## src/rtl/sbus_ctl_pkg.sv

```systemverilog
package sbus_ctl_pkg;

  // register bit positions
  localparam int BIT_REL_TRIG = 0;
  localparam int BIT_CMD_TRIG = 1;
  localparam int BIT_ACK_TRIG = 2;
  localparam int BIT_ACK_EN   = 3;
  localparam int BIT_REL_DET  = 4;
  localparam int BIT_CMD_DET  = 5;

  // strobes from control to datapath
  typedef struct packed {
    logic setSo;
    logic clrSo;
    logic armAck;
    logic startXfer;
    logic halt;
  } dpCmd_t;

  // events from datapath to control
  typedef struct packed {
    logic relSeen;
    logic cmdSeen;
    logic xferEndNow;
    logic xferActive;
  } dpEvt_t;

endpackage

```

## src/rtl/sbus_ctl_dp.sv

```systemverilog
module sbus_ctl_dp
  import sbus_ctl_pkg::*;
#(
  parameter int SYNC_STAGES = 2,
  parameter int XFER_BITS   = 8
) (
  input  logic   clk,
  input  logic   rstN,
  input  logic   portEn,
  input  logic   sclIn,
  input  logic   sdaIn,
  input  dpCmd_t cmd,
  output dpEvt_t evt,
  output logic   soLatch,
  output logic   ackLow
);

  localparam int CNT_W = $clog2(XFER_BITS + 1);
  localparam logic [CNT_W-1:0] LAST_BIT = CNT_W'(XFER_BITS - 1);

  logic [SYNC_STAGES-1:0] sclPipe, sdaPipe;
  logic sclPrev, sdaPrev;
  logic sclNow, sdaNow;
  logic sclRise, sclFall, sdaRise, sdaFall;

  // two-flop (or deeper) synchronizers on the line inputs
  always_ff @(posedge clk or negedge rstN) begin
    if (!rstN) begin
      sclPipe <= '1;
      sdaPipe <= '1;
      sclPrev <= 1'b1;
      sdaPrev <= 1'b1;
    end else begin
      sclPipe <= {sclPipe[SYNC_STAGES-2:0], sclIn};
      sdaPipe <= {sdaPipe[SYNC_STAGES-2:0], sdaIn};
      sclPrev <= sclNow;
      sdaPrev <= sdaNow;
    end
  end

  assign sclNow  = sclPipe[SYNC_STAGES-1];
  assign sdaNow  = sdaPipe[SYNC_STAGES-1];
  assign sclRise = sclNow & ~sclPrev;
  assign sclFall = ~sclNow & sclPrev;
  assign sdaRise = sdaNow & ~sdaPrev;
  assign sdaFall = ~sdaNow & sdaPrev;

  // bit counter for the current transfer
  logic             active;
  logic [CNT_W-1:0] bitCnt;

  always_ff @(posedge clk or negedge rstN) begin
    if (!rstN) begin
      active <= 1'b0;
      bitCnt <= '0;
    end else if (cmd.halt) begin
      active <= 1'b0;
      bitCnt <= '0;
    end else if (cmd.startXfer) begin
      active <= 1'b1;
      bitCnt <= '0;
    end else if (active && sclRise) begin
      if (bitCnt == LAST_BIT) begin
        active <= 1'b0;
        bitCnt <= '0;
      end else begin
        bitCnt <= bitCnt + 1'b1;
      end
    end
  end

  always_comb begin
    evt            = '0;
    evt.relSeen    = portEn & sdaRise & sclNow & sclPrev;
    evt.cmdSeen    = portEn & sdaFall & sclNow & sclPrev;
    evt.xferEndNow = active & sclRise & (bitCnt == LAST_BIT) & ~cmd.startXfer & ~cmd.halt;
    evt.xferActive = active;
  end

  // serial output latch
  always_ff @(posedge clk or negedge rstN) begin
    if (!rstN)          soLatch <= 1'b1;
    else if (cmd.setSo) soLatch <= 1'b1;
    else if (cmd.clrSo) soLatch <= 1'b0;
  end

  // acknowledge sequencer: pending -> low from a fall to the fall after next rise
  logic armed, sawRise, armNext;
  assign armNext = armed | cmd.armAck;

  always_ff @(posedge clk or negedge rstN) begin
    if (!rstN) begin
      armed   <= 1'b0;
      ackLow  <= 1'b0;
      sawRise <= 1'b0;
    end else if (cmd.halt) begin
      armed   <= 1'b0;
      ackLow  <= 1'b0;
      sawRise <= 1'b0;
    end else if (sclFall) begin
      if (ackLow && sawRise) begin
        ackLow  <= 1'b0;
        sawRise <= 1'b0;
        armed   <= armNext;
      end else if (!ackLow && armNext) begin
        ackLow  <= 1'b1;
        sawRise <= 1'b0;
        armed   <= 1'b0;
      end else begin
        armed <= armNext;
      end
    end else begin
      armed <= armNext;
      if (ackLow && sclRise) sawRise <= 1'b1;
    end
  end

endmodule

```

## src/rtl/sbus_ctl_regs.sv

```systemverilog
module sbus_ctl_regs
  import sbus_ctl_pkg::*;
#(
  parameter int DATA_W = 8
) (
  input  logic              clk,
  input  logic              rstN,
  input  logic              portEn,
  input  logic              regWr,
  input  logic [DATA_W-1:0] regWrData,
  input  logic              xferStart,
  input  logic              addrCheck,
  input  logic              addrHit,
  input  dpEvt_t            evt,
  output dpCmd_t            cmd,
  output logic [DATA_W-1:0] regRdData
);

  logic ackEn, relDet, cmdDet;
  logic ackEnNext, idle, trigArm, enArm, autoArm;
  logic relClr, cmdClr;

  assign idle      = ~evt.xferActive;
  assign ackEnNext = regWr ? regWrData[BIT_ACK_EN] : ackEn;
  assign trigArm   = regWr & regWrData[BIT_ACK_TRIG] & idle;
  assign enArm     = regWr & regWrData[BIT_ACK_EN] & ~ackEn & idle;
  assign autoArm   = evt.xferEndNow & ackEnNext;

  always_comb begin
    cmd           = '0;
    cmd.setSo     = regWr & regWrData[BIT_REL_TRIG];
    cmd.clrSo     = regWr & regWrData[BIT_CMD_TRIG] & ~regWrData[BIT_REL_TRIG];
    cmd.armAck    = portEn & (trigArm | enArm | autoArm);
    cmd.startXfer = portEn & xferStart;
    cmd.halt      = ~portEn;
  end

  // clears take priority over a detection in the same cycle
  assign relClr = xferStart | ~portEn | (addrCheck & ~addrHit);
  assign cmdClr = xferStart | ~portEn | evt.relSeen;

  always_ff @(posedge clk or negedge rstN) begin
    if (!rstN) begin
      ackEn  <= 1'b0;
      relDet <= 1'b0;
      cmdDet <= 1'b0;
    end else begin
      ackEn <= ackEnNext;
      if (relClr)           relDet <= 1'b0;
      else if (evt.relSeen) relDet <= 1'b1;
      if (cmdClr)           cmdDet <= 1'b0;
      else if (evt.cmdSeen) cmdDet <= 1'b1;
    end
  end

  always_comb begin
    regRdData              = '0;
    regRdData[BIT_ACK_EN]  = ackEn;
    regRdData[BIT_REL_DET] = relDet;
    regRdData[BIT_CMD_DET] = cmdDet;
  end

endmodule

```

## src/rtl/sbus_ctl_top.sv

```systemverilog
module sbus_ctl_top
  import sbus_ctl_pkg::*;
#(
  parameter int DATA_W      = 8,
  parameter int SYNC_STAGES = 2,
  parameter int XFER_BITS   = 8
) (
  input  logic              clk,
  input  logic              rstN,
  input  logic              portEn,
  input  logic              regWr,
  input  logic [DATA_W-1:0] regWrData,
  output logic [DATA_W-1:0] regRdData,
  input  logic              xferStart,
  input  logic              addrCheck,
  input  logic              addrHit,
  input  logic              sclIn,
  input  logic              sdaIn,
  output logic              soLatch,
  output logic              ackLow,
  output logic              sdaOe
);

  dpCmd_t dpCmd;
  dpEvt_t dpEvt;

  sbus_ctl_regs #(.DATA_W(DATA_W)) uRegs (
    .clk       (clk),
    .rstN      (rstN),
    .portEn    (portEn),
    .regWr     (regWr),
    .regWrData (regWrData),
    .xferStart (xferStart),
    .addrCheck (addrCheck),
    .addrHit   (addrHit),
    .evt       (dpEvt),
    .cmd       (dpCmd),
    .regRdData (regRdData)
  );

  sbus_ctl_dp #(.SYNC_STAGES(SYNC_STAGES), .XFER_BITS(XFER_BITS)) uDp (
    .clk     (clk),
    .rstN    (rstN),
    .portEn  (portEn),
    .sclIn   (sclIn),
    .sdaIn   (sdaIn),
    .cmd     (dpCmd),
    .evt     (dpEvt),
    .soLatch (soLatch),
    .ackLow  (ackLow)
  );

  assign sdaOe = ackLow | ~soLatch;

endmodule

```

## config.mk

```make
export PLATFORM = sky130hd
export DESIGN_NAME = sbus_ctl_top
export DESIGN_NICKNAME = d
export VERILOG_FILES = /design/src/rtl/sbus_ctl_pkg.sv /design/src/rtl/sbus_ctl_dp.sv /design/src/rtl/sbus_ctl_regs.sv /design/src/rtl/sbus_ctl_top.sv
export SDC_FILE = /design/constraint.sdc
export NUM_CORES = 1
export LEC_CHECK = 0
export ABC_CLOCK_PERIOD_IN_PS = 1500
export CORE_MARGIN = 10
export CORE_UTILIZATION = 40
export CTS_CLUSTER_SIZE = 16
export DETAILED_ROUTE_END_ITERATION = 10
export PLACE_DENSITY_LB_ADDON = 0.05
export SLEW_MARGIN = 10
export SYNTH_ARGS = -nofsm -noshare
export SYNTH_HDL_FRONTEND = slang
export SYNTH_HIERARCHICAL = 1
export SYNTH_SLANG_ARGS = --single-unit
export TNS_END_PERCENT = 10
```

## constraint.sdc

```tcl
create_clock -name clk -period 1.5 [get_ports clk]
set_input_delay 0.3 -clock clk [delete_from_list [all_inputs] [get_ports clk]]
set_output_delay 0.3 -clock clk [all_outputs]
set_load 0.005 [all_outputs]
```

; ---- Word-level counts from Yosys, hierarchy flattened
; Cells that the tools add are included.
[totals]
input_bits = 17
ff_bits = 18
wordCells = 104
output_inout_bits = 11
[classes]
bitwise_logic = 44
mux = 28
eq_ne = 7
n_reduce_logical = 11
addsub = 1
[op_table]
columns = op, count
row1 = $and 1x1->1, 26
row2 = $mux 1, 24
row3 = $mux 4, 4
row4 = $ne 3x1->1 const B, 4
row5 = $not 1->1, 11
row6 = $or 1x1->1, 7
row7 = $reduce_and 2->1, 3
row8 = $reduce_bool 2->1, 3
row9 = $add 4x1->4 const B, 1
row10 = $eq 4x3->1 const B, 1
row11 = $logic_and 1x1->1, 4
row12 = $ne 4x4->1 const B, 1
row13 = $ne 2x1->1 const B, 1
row14 = $logic_not 1->1, 1

; ---- Logic depth before layout (Yosys ltp)
; Gate-level depths: netlist of run 1.
[depth]
ltp_word = 15
ltp_mapped = 8
mapped_depth_nobuf = 8

; ---- Modules after synthesis
; The synthesis of run 1 kept the hierarchy.
[modules_own_cells]
columns = module, cells_each, area_per_inst_um2, instances, seq_area_each_um2
row1 = sbus_ctl_dp, 54, 640.6, 1, 384.1
row2 = sbus_ctl_regs, 28, 252.7, 1, 75.1
row3 = sbus_ctl_top, 1, 6.3, 1, 0.0

; ---- Worst setup path before layout of run 1
; OpenSTA, ideal clock, no wires.
[synth_path]
kind = register to register
from = reg uDp.bitCnt[0]
to = reg uDp.sawRise
arrival_ns = 1.363
required_time_ns = 1.368
path_slack_ns = 0.004
path_buffers = 0
period_less_slack_ns = 1.496
setup_ns = 0.132
path_stages_with_launch = 9
cell_sequence = dfrtp_1 -> ha_1 -> nand3b_1 -> nor4_1 -> nand3_2 -> o31ai_2 -> nor3_1 -> o21ai_0 -> a21oi_1
[synth_rtl]
columns = item, line
row1 = start: declaration, sbus_ctl_dp.sv:50  ; logic [CNT_W-1:0] bitCnt;
row2 = start signal: assignment, sbus_ctl_dp.sv:67  ; bitCnt <= bitCnt + 1'b1;
row3 = end signal: assignment, sbus_ctl_dp.sv:95  ; sawRise <= 1'b0;
row4 = end signal: assignment, sbus_ctl_dp.sv:99  ; sawRise <= 1'b0;
row5 = end signal: assignment, sbus_ctl_dp.sv:103  ; sawRise <= 1'b0;
row6 = end: declaration, sbus_ctl_dp.sv:88  ; logic armed, sawRise, armNext;

; ---- Final worst setup path of run 1
[layout_path]
from = reg uDp.sclPipe[1]
to = reg uDp.bitCnt[3]
[layout_via]
elab_chain_len = 3
[layout_rtl]
columns = item, line
row1 = start: declaration, sbus_ctl_dp.sv:21  ; logic [SYNC_STAGES-1:0] sclPipe, sdaPipe;
row2 = start signal: assignment, sbus_ctl_dp.sv:34  ; sclPipe <= {sclPipe[SYNC_STAGES-2:0], sclIn};
row3 = $and 1x1->1, sbus_ctl_dp.sv:43  ; assign sclRise = sclNow & ~sclPrev;
row4 = $logic_and 1x1->1, sbus_ctl_dp.sv:62  ; end else if (active && sclRise) begin
row5 = $ne 3x1->1 (no line), n/a
; No other way between the ends.
; A chain may end at the register's enable or synchronous reset.

==> impl_metrics.yaml, run 1 <==
place:
  dp_hpwl_um: 1419
  preCtsSetupSlack_ns: -0.4143
  placed_cell_area_mm2: 0.001171
  io_buffers: 18
  placedCellCount: 138
  place.gp.congestion: 0.7767
power_and_ir_drop:
  power.switching_uw: 223.5
  leakagePower_nw: 0.6005
  internal_power_uw: 743.8
  p_sw_share_pct: 23.11
  worst_ir_drop_vdd_mv: 0.6165
  comb_power_share_pct: 14.9
  seq_power_share_pct: 54.7
  p_clk_share_pct: 30.4
  total_power_uw: 967.3
  powerDensity_mw_per_mm2: 777.7
die:
  dieHeight_um: 67.43
  ios: 28
  initial_utilization_pct: 41.46
  core_area_mm2: 0.002170
  die_x_um: 67.43
  die_area_mm2: 0.004546
  rows: 17
setup_path:
  cp.required_ns: 1.72
  path_class: "flop to flop"
  cp-end-kind: "flop"
  ff2ff_setup_slack_ns: 0.005
  setup.worst_path.start_class: "flop"
  cp_max_fo: 4
  critPathArrivalTime_ns: 1.71
cts:
  cts_buffers: 3
  clk_pin_slew_worst_paths_ns: 0.10
  cts_tree: "built"
  cts_max_level: 1
  clock_sinks: 18
  ctsHoldBuffers: 0
  worstSkewPairLatency_ns: 0.29
  cts_root_buf: "clkbuf_4"
  cts_buffer_depth: 2
synthesis:
  ys_seq_area_share_pct: 51.04
  synth_cell_type_count: 36
  synth_top_area_cell: "dfrtp_1"
  synth_top_area_share_pct: 30.60
  yosys_warnings: 6
  syn-instance-count: 83
  ys_seq_elements: 18
  ys_top_cells_by_area: "dfrtp_1 (31%), dfstp_2 (20%), buf_4 (7.5%), nor3_1 (2.8%), nor2_1 (2.5%)"
  avgSynthCellArea_um2: 10.84
  syn_area_um2: 899.6
sta:
  final_hold_viol_count: 0
  setup_slack_ns: 0.005303
  slew_viol_final: 0
  rsz0062_at_grt: "yes"
  finalSetupTns_ns: 0
  clock.fmax_mhz: 669.0
  setup_violations: 0
  finalCritPeriodShare_pct: 99.65
  worst_clock_skew_ns: 0.002729
  fin_crit_ns: 1.495
run_status:
  status: "completed"
run:
  drv_cap: 0
global_routing:
  gr-total-overflow: 0
  antenna_found_initial: 0
  grt_pass1_wl_um: 3091
  grt_pass1_vias: 704
  grt_max_degree: 19
  groute.usage.overall_pct: 8.818
routing:
  drc: 0
  drt_iter0_markers: 8
  wl_per_cell_um: 12.62
  ant_nets: 0
  firstDrtPassIters: 2
  drt-total-wl_um: 1804
  via_count: 686
  routed_via_density: 4.797
layout:
  layout-drive-gt1-share_pct: 34.78
  nets: 134
  antennaDiodeCount: 0
  syn_to_final_growth_pct: 38.25
  design_area_mm2: 0.001244
  stdcell_count: 143
hold_path:
  worstHoldPathType: "input pin to asynchronous set/reset pin"
==> cell families after synthesis <==
kind of cell | count (synthesis) | share of synthesized area (%)
adder cells (fa/ha/maj) | 1 | 1.391
XOR/XNOR | 1 | 0.9738
multiplexers | 2 | 2.781
AND/OR/NAND/NOR | 34 | 24.34
other | 1 | 0.4168
flip-flops | 18 | 51.04
AO/OA/AOI/OAI | 12 | 9.457
buffers and inverters | 14 | 9.595
==> flip-flops by register name (all words and copies together), names as in the netlist <==
name	flops
uDp/ackLow	1
uDp/active	1
uDp/armed	1
uDp/bitCnt	4
uDp/sawRise	1
uDp/sclPipe	2
uDp/sclPrev	1
uDp/sdaPipe	2
uDp/sdaPrev	1
uDp/soLatch	1
uRegs/ackEn	1
uRegs/cmdDet	1
uRegs/relDet	1
==> layer usage <==
layer / track usage (%) / wire length (um) / vias up
met5: 0 / 0 / -
met4: 4.615 / 17 / 0
met3: 2.645 / 133 / 2
met2: 14.57 / 834 / 16
met1: 10.07 / 818 / 326
li1: - / - / 342
==> what timing repair did <==
item	4_1_cts	5_1_grt
setup buffers	1	0
cloned	0	0
gates resized for setup	7	8
endpoints found under the setup margin	7	9
pin swaps	1	1
==> final timing paths <==
path | cells after the start | endpoint | start
max in group asynchronous | 2 | uDp/sclPrev$_DFF_PN1_ | rstN
min | 2 | uDp/bitCnt[0]$_DFFE_PN0P_ | rstN
min in group clk | 0 | uDp/sdaPipe[1]$_DFF_PN1_ | uDp/sdaPipe[0]$_DFF_PN1_
min reg2reg | 0 | uDp/sdaPipe[1]$_DFF_PN1_ | uDp/sdaPipe[0]$_DFF_PN1_
max reg2reg | 4 | uDp/bitCnt[3]$_DFFE_PN0P_ | uDp/sclPipe[1]$_DFF_PN1_
max | 4 | uDp/bitCnt[3]$_DFFE_PN0P_ | uDp/sclPipe[1]$_DFF_PN1_
==> synth_stat cells <==
master / count
dfrtp_1: 11
buf_4: 9
dfstp_2: 7
nor2_1: 6
nor3_1: 5
a21oi_1: 4
nand2_1: 4
inv_1: 3
nor3b_1: 3
o21ai_0: 3
nand3_1: 2
nand3b_1: 2
a2111oi_2: 1
a21boi_0: 1
a21boi_1: 1
a21o_1: 1
and2_1: 1
and2_2: 1
buf_1: 1
conb_1: 1
ha_1: 1
inv_2: 1
mux2_4: 1
mux2i_1: 1
nand2b_1: 1
nand3_2: 1
nand3b_4: 1
nand4b_1: 1
nor4_1: 1
nor4_2: 1
nor4b_1: 1
o31ai_2: 1
or2_2: 1
or3b_1: 1
or4_1: 1
xor2_1: 1
==> power by group through the flow <==
stage          clock network (mW)  registers (mW)  logic (mW)
2_1_floorplan                   0           0.538      0.0648
3_3_place_gp                    0           0.538       0.146
3_5_place_dp                    0           0.539       0.147
4_1_cts                     0.313           0.530       0.143
5_1_grt                     0.340           0.533       0.160
6_report                    0.294           0.529       0.144
==> worst max-delay path, stage by stage, from the launching register on <==
cell      delay (ns)
dfstp_2         0.59
nand3b_4        0.10
buf_4           0.15
or4_1           0.46
a21boi_1        0.13
==> through the flow <==
stage	utilization [%]	hold slack, ns
after floorplan	-	0.004409
after global placement	53.98	0.3455
after detailed placement	53.98	0.3485
after CTS	56.34	0.3211
after global routing	57.32	0.3236
final	57.32	0.3219
==> final cells by class <==
cell class / count / area (um^2)
fillers: 194 / 925.9
flip-flops and latches: 18 / 460.4
multi-input cells: 55 / 392.9
repair buffers: 34 / 304.0
clock buffers: 4 / 36.28
well taps: 28 / 35.03
inverters: 4 / 15.01
==> cell usage in the layout, fill, tap and decap left out, types with 2 or more instances in the layout <==
cell type / instances
a21oi_1: 4
buf_4: 16
clkbuf_4: 3
clkdlybuf4s50_1: 11
conb_1: 5
dfrtp_1: 10
dfstp_2: 7
dlygate4sd2_1: 3
dlymetal6s2s_1: 3
inv_1: 3
nand2_1: 4
nand3_1: 2
nand3b_1: 2
nor2_1: 6
nor3_1: 5
nor3b_1: 2
o21ai_0: 2
(Power assumes the default switching activity.)
==> run 2, diff against run 1 <==
--- a/config.mk
+++ b/config.mk
@@ -12,5 +12,5 @@
 export DETAILED_ROUTE_END_ITERATION = 10
 export PLACE_DENSITY_LB_ADDON = 0.05
-export SLEW_MARGIN = 10
+export SLEW_MARGIN = 20
 export SYNTH_ARGS = -nofsm -noshare
 export SYNTH_HDL_FRONTEND = slang
==> constraint.sdc (replaced) <==
create_clock -name clk -period 1.5 [get_ports clk]
set_input_delay 0.3 -clock clk [delete_from_list [all_inputs] [get_ports clk]]
set_output_delay 0.3 -clock clk [all_outputs]
set_load 0.02 [all_outputs]
==> run 2 against run 1 <==
The run now ends with negative setup slack left. Sequential share of layout area rose by 0.77 points. Highest routed layer unchanged. Total power fell by 2.3%. First-iteration DRC count rose by 130%.
==> impl_metrics.yaml, run 2 (synthesis gave the netlist of run 1 again) <==
sta:
  slew_viol_final: 0
  finalCritPeriodShare_pct: 105.5
  setup_violations: 2
  final_hold_viol_count: 0
  fin_crit_ns: 1.582
  hold_ws_ns: 0.3220
  setup_slack_ns: -0.08209
  clock.fmax_mhz: 632.1
  rsz0062_at_grt: "yes"
  worst_clock_skew_ns: 0.007100
setup_path:
  setup.worst_path.start_class: "flop"
  path_class: "flop to flop"
  cp_num_cells: 7
  path_buf_inv: 0
  cp_top_family: "simple AND/OR/NAND/NOR gates"
  cp_cell_sequence: "ha_2, nand3b_1, nor4_2, nand3_2, o31ai_4, o21ai_0, a21oi_1"
  critPathArrivalTime_ns: 1.79
  cpPeakStageDelay_ns: 0.37
  cp-end-kind: "flop"
  cp.required_ns: 1.71
  r2r.worst_path.cells: 7
  cp_max_fo: 3
  crit_slowest_cell: "dfrtp_1"
cts:
  ctsHoldBuffers: 0
  cts_root_buf: "clkbuf_4"
  cts_buffer_depth: 2
  cts_buffers: 3
  worstSkewPairLatency_ns: 0.29
  post_cts_buffers: 0
  clk_pin_slew_worst_paths_ns: 0.10
  clock_sinks: 18
  cts_tree: "built"
  cts_max_level: 1
die:
  rows: 17
  ios: 28
  initial_utilization_pct: 41.46
  die_area_mm2: 0.004546
  core_area_mm2: 0.002170
  die_x_um: 67.43
  dieHeight_um: 67.43
routing:
  routed_via_density: 4.807
  drc: 0
  via_count: 673
  firstDrtPassIters: 4
  ant_nets: 0
  drt_iter0_markers: 18
  drt-total-wl_um: 1900
  wl_per_cell_um: 13.57
power_and_ir_drop:
  power.switching_uw: 246.4
  p_sw_share_pct: 26.09
  worst_ir_drop_vdd_mv: 0.6156
  leakagePower_nw: 0.5462
  p_clk_share_pct: 26.0
  seq_power_share_pct: 56.3
  internal_power_uw: 698.2
  total_power_uw: 944.6
  powerDensity_mw_per_mm2: 777.5
  comb_power_share_pct: 17.7
run_status:
  violations: "negative setup slack"
  status: "finished with violations"
run:
  drv_cap: 0
global_routing:
  groute.usage.overall_pct: 8.471
  antenna_found_initial: 0
  grt_pass1_wl_um: 2994
  grt_max_degree: 19
  gr-total-overflow: 0
  grt_pass1_vias: 669
layout:
  top_regs: "uDp/bitCnt x4, uDp/sclPipe x2, uDp/sdaPipe x2"
  antennaDiodeCount: 0
  final_common_cell: "buf_4"
  nets: 131
  regMostFlops: "uDp/bitCnt"
  mostFrequentLayoutCells: "buf_4 (13), clkdlybuf4s50_1 (11), dfrtp_1 (11)"
  syn_to_final_growth_pct: 35.05
  largest_reg_flops: 4
  design_area_mm2: 0.001215
  fillers: 209
  layout-drive-gt1-share_pct: 34.82
place:
  dp_hpwl_um: 1440
  place.gp.congestion: 0.7412
  placed_cell_area_mm2: 0.001162
  io_buffers: 18
hold_path:
  worstHoldPathType: "input pin to asynchronous set/reset pin"
-- run 2: cell count changes in the layout (fill, tap and decap cells not counted), moves of 2 or more --
cell / before / now
dlygate4sd2_1: 3 / 5
nor3_1: 5 / 3
dlymetal6s2s_1: 3 / 0
buf_4: 16 / 13
nor3_2: 0 / 2
-- run 2: power groups by stage --
stage | Combinational [mW] | Sequential, mW | Clock [mW]
detailed placement | 0.169 | 0.538 | 0
floorplan | 0.0823 | 0.543 | 0
finish | 0.167 | 0.532 | 0.246
global route | 0.182 | 0.535 | 0.273
global placement | 0.169 | 0.538 | 0
CTS | 0.162 | 0.530 | 0.260
-- run 2: repair_timing --
item,CTS,global route
pin swaps,0,5
setup endpoints to repair,9,8
resized for setup,8,11
-- run 2: metal layers --
metal  wire [um]  global-route usage (%)
met1         834                   10.33
met2         889                   13.03
met3         149                   2.645
met4          27                   4.615
met5           0                       0
-- run 2: cell type report --
class / instances / area [um^2] / area share, %
Multi-Input combinational cell: 55 / 412.9 / 33.99
Timing Repair Buffer: 31 / 266.5 / 21.94
Sequential cell: 18 / 459.2 / 37.80
Tap cell: 28 / 35.03 / 2.884
Clock buffer: 4 / 26.28 / 2.163
Inverter: 4 / 15.01 / 1.236
-- run 2: metrics by stage --
step,worst slack [ns],utilization (%),instances,TNS [ns]
2_1_floorplan,0.01462,-,87,0
3_3_place_gp,-0.3262,53.58,136,-1.239
3_5_place_dp,-0.3899,53.58,136,-1.560
4_1_cts,-0.02989,54.61,140,-0.04440
5_1_grt,-0.1978,56.00,140,-0.4510
6_report,-0.08209,56.00,140,-0.1636
-- run 2: path summary, 6_finish.rpt --
kind	from	to	slack (ns)
max in group asynchronous	rstN	uDp/soLatch$_DFFE_PN1P_	0.91
hold / removal	rstN	uDp/bitCnt[3]$_DFFE_PN0P_	0.32
min in group clk	uDp/sclPipe[0]$_DFF_PN1_	uDp/sclPipe[1]$_DFF_PN1_	0.36
setup / recovery	uDp/bitCnt[0]$_DFFE_PN0P_	uDp/ackLow$_DFFE_PN0P_	-0.08
setup reg to reg	uDp/bitCnt[0]$_DFFE_PN0P_	uDp/ackLow$_DFFE_PN0P_	-0.08
hold reg to reg	uDp/sclPipe[0]$_DFF_PN1_	uDp/sclPipe[1]$_DFF_PN1_	0.36
==> run 3, diff against run 2 <==
Settings changed: CORE_MARGIN 10 to 3.
==> run 3 against run 2 <==
The flow still finishes with violations (negative setup slack). Sequential power about the same. Combinational power down 3%. Sequential share of layout area down 0.12 points. Highest routed layer unchanged.
==> impl_metrics.yaml, run 3 (synthesis gave the netlist of run 1 again) <==
setup_path:
  path_class: "flop to flop"
  cpPeakStageDelay_ns: 0.36
  cp.required_ns: 1.68
  crit_slowest_cell: "dfrtp_1"
  setup.worst_path.start_class: "flop"
  cp_max_fo: 3
  cp-end-kind: "flop"
  critPathArrivalTime_ns: 1.74
  cp_cell_sequence: "ha_1, nand3b_1, nor4_2, nand3_2, o31ai_2, nor3_2, o21ai_1, a21oi_1"
run_status:
  status: "finished with violations"
  violations: "negative setup slack"
cts:
  cts_root_buf: "clkbuf_4"
  clk_pin_slew_worst_paths_ns: 0.10
  ctsHoldBuffers: 0
  cts_tree: "built"
  cts_max_level: 1
  cts_buffer_depth: 2
  worstSkewPairLatency_ns: 0.29
  cts_buffers: 3
  clock_sinks: 18
layout:
  final_common_cell: "buf_4"
  syn_to_final_growth_pct: 35.47
  post-route-util_pct: 59.68
  layout-drive-gt1-share_pct: 34.78
  antennaDiodeCount: 0
  regMostFlops: "uDp/bitCnt"
  nets: 134
  mostFrequentLayoutCells: "buf_4 (16), clkdlybuf4s50_1 (11), dfrtp_1 (11)"
  design_area_mm2: 0.001219
  largest_reg_flops: 4
  top_regs: "uDp/bitCnt x4, uDp/sclPipe x2, uDp/sdaPipe x2"
die:
  ios: 28
  core_area_mm2: 0.002042
  die_x_um: 53.43
  rows: 16
  die_area_mm2: 0.002854
  dieHeight_um: 53.43
  initial_utilization_pct: 44.06
sta:
  rsz0062_at_grt: "yes"
  worst_clock_skew_ns: 0.002668
  setup_slack_ns: -0.05520
  fin_crit_ns: 1.555
  setup_violations: 2
  hold_ws_ns: 0.3317
  clock.fmax_mhz: 643.0
  final_hold_viol_count: 0
  finalSetupTns_ns: -0.07996
  finalCritPeriodShare_pct: 103.7
  slew_viol_final: 0
power_and_ir_drop:
  leakagePower_nw: 0.5619
  worst_ir_drop_vdd_mv: 0.6407
  powerDensity_mw_per_mm2: 807.5
global_routing:
  grt_pass1_vias: 656
  grt_max_degree: 19
  gr-total-overflow: 0
  antenna_found_initial: 0
  groute.usage.overall_pct: 13.96
  grt_pass1_wl_um: 2815
routing:
  drt-total-wl_um: 1708
  routed_via_density: 4.676
  via_count: 664
  firstDrtPassIters: 4
  ant_nets: 0
  drt_iter0_markers: 6
  drc: 0
  wl_per_cell_um: 12.03
place:
  place.gp.congestion: 0.7937
  io_buffers: 18
  dp_hpwl_um: 1228
  placed_cell_area_mm2: 0.001176
run:
  drv_cap: 0
hold_path:
  worstHoldPathType: "input pin to asynchronous set/reset pin"
[run 3: cell type report]
class	count	area, um^2
tap	27	33.78
clock buffer	4	36.28
timing repair buffer	34	289.0
multi-input combinational	55	385.4
inverter	4	15.01
fill	188	823.3
sequential	18	459.2
[run 3: path summary, 6_finish.rpt]
path | startpoint | end | slack, ns | cells past startpoint
setup / recovery | uDp/bitCnt[1]$_DFFE_PN0P_ | uDp/sawRise$_DFFE_PN0P_ | -0.06 | 8
hold / removal | rstN | uDp/ackLow$_DFFE_PN0P_ | 0.33 | 2
setup reg to reg | uDp/bitCnt[1]$_DFFE_PN0P_ | uDp/sawRise$_DFFE_PN0P_ | -0.06 | 8
min in group clk | uDp/sdaPipe[0]$_DFF_PN1_ | uDp/sdaPipe[1]$_DFF_PN1_ | 0.36 | 0
max in group asynchronous | rstN | uDp/sdaPipe[1]$_DFF_PN1_ | 0.91 | 2
hold reg to reg | uDp/sdaPipe[0]$_DFF_PN1_ | uDp/sdaPipe[1]$_DFF_PN1_ | 0.36 | 0
[run 3: report_power, final]
part | internal [mW] | leakage (nW) | switching, mW | total, mW
clock | 0.148 | 0.0210 | 0.144 | 0.292
combinational | 0.0799 | 0.317 | 0.0817 | 0.162
sequential | 0.514 | 0.224 | 0.0163 | 0.530
total | 0.742 | 0.562 | 0.242 | 0.984
[run 3: worst max-delay path, delay by kind of cell, from the launching register on]
kind,cells,cell delay [ns]
and+or+nand+nor,4,0.63
DFF,1,0.36
AOI/OAI and AO/OA,3,0.29
adders and majority gates,1,0.17
[run 3: what timing repair did]
action,4_1_cts,5_1_grt
endpoints found under the setup margin,9,7
pin swaps,1,3
gates resized for setup,9,6
endpoints found under the hold margin,0,0
buffers inserted,0,1
[run 3: stage by stage]
stage | power [mW] | worst slack (ns) | cells
floorplan | 0.6258 | 0.01462 | 87
global placement | 0.7053 | -0.3165 | 137
detailed placement | 0.7073 | -0.3809 | 137
CTS | 0.9951 | -0.04866 | 141
global route | 1.031 | -0.1844 | 142
finish | 0.9841 | -0.05520 | 142
[run 3: metal layers]
layer / part of all wire [%] / wire length [um] / vias up / GRT usage (%)
met3: 6.6 / 113 / 2 / 1.972
met4: 1.0 / 17 / 0 / 8.936
met2: 46 / 780 / 19 / 22.24
met5: 0 / 0 / - / 0
li1: - / - / 342 / -
met1: 47 / 797 / 301 / 17.36
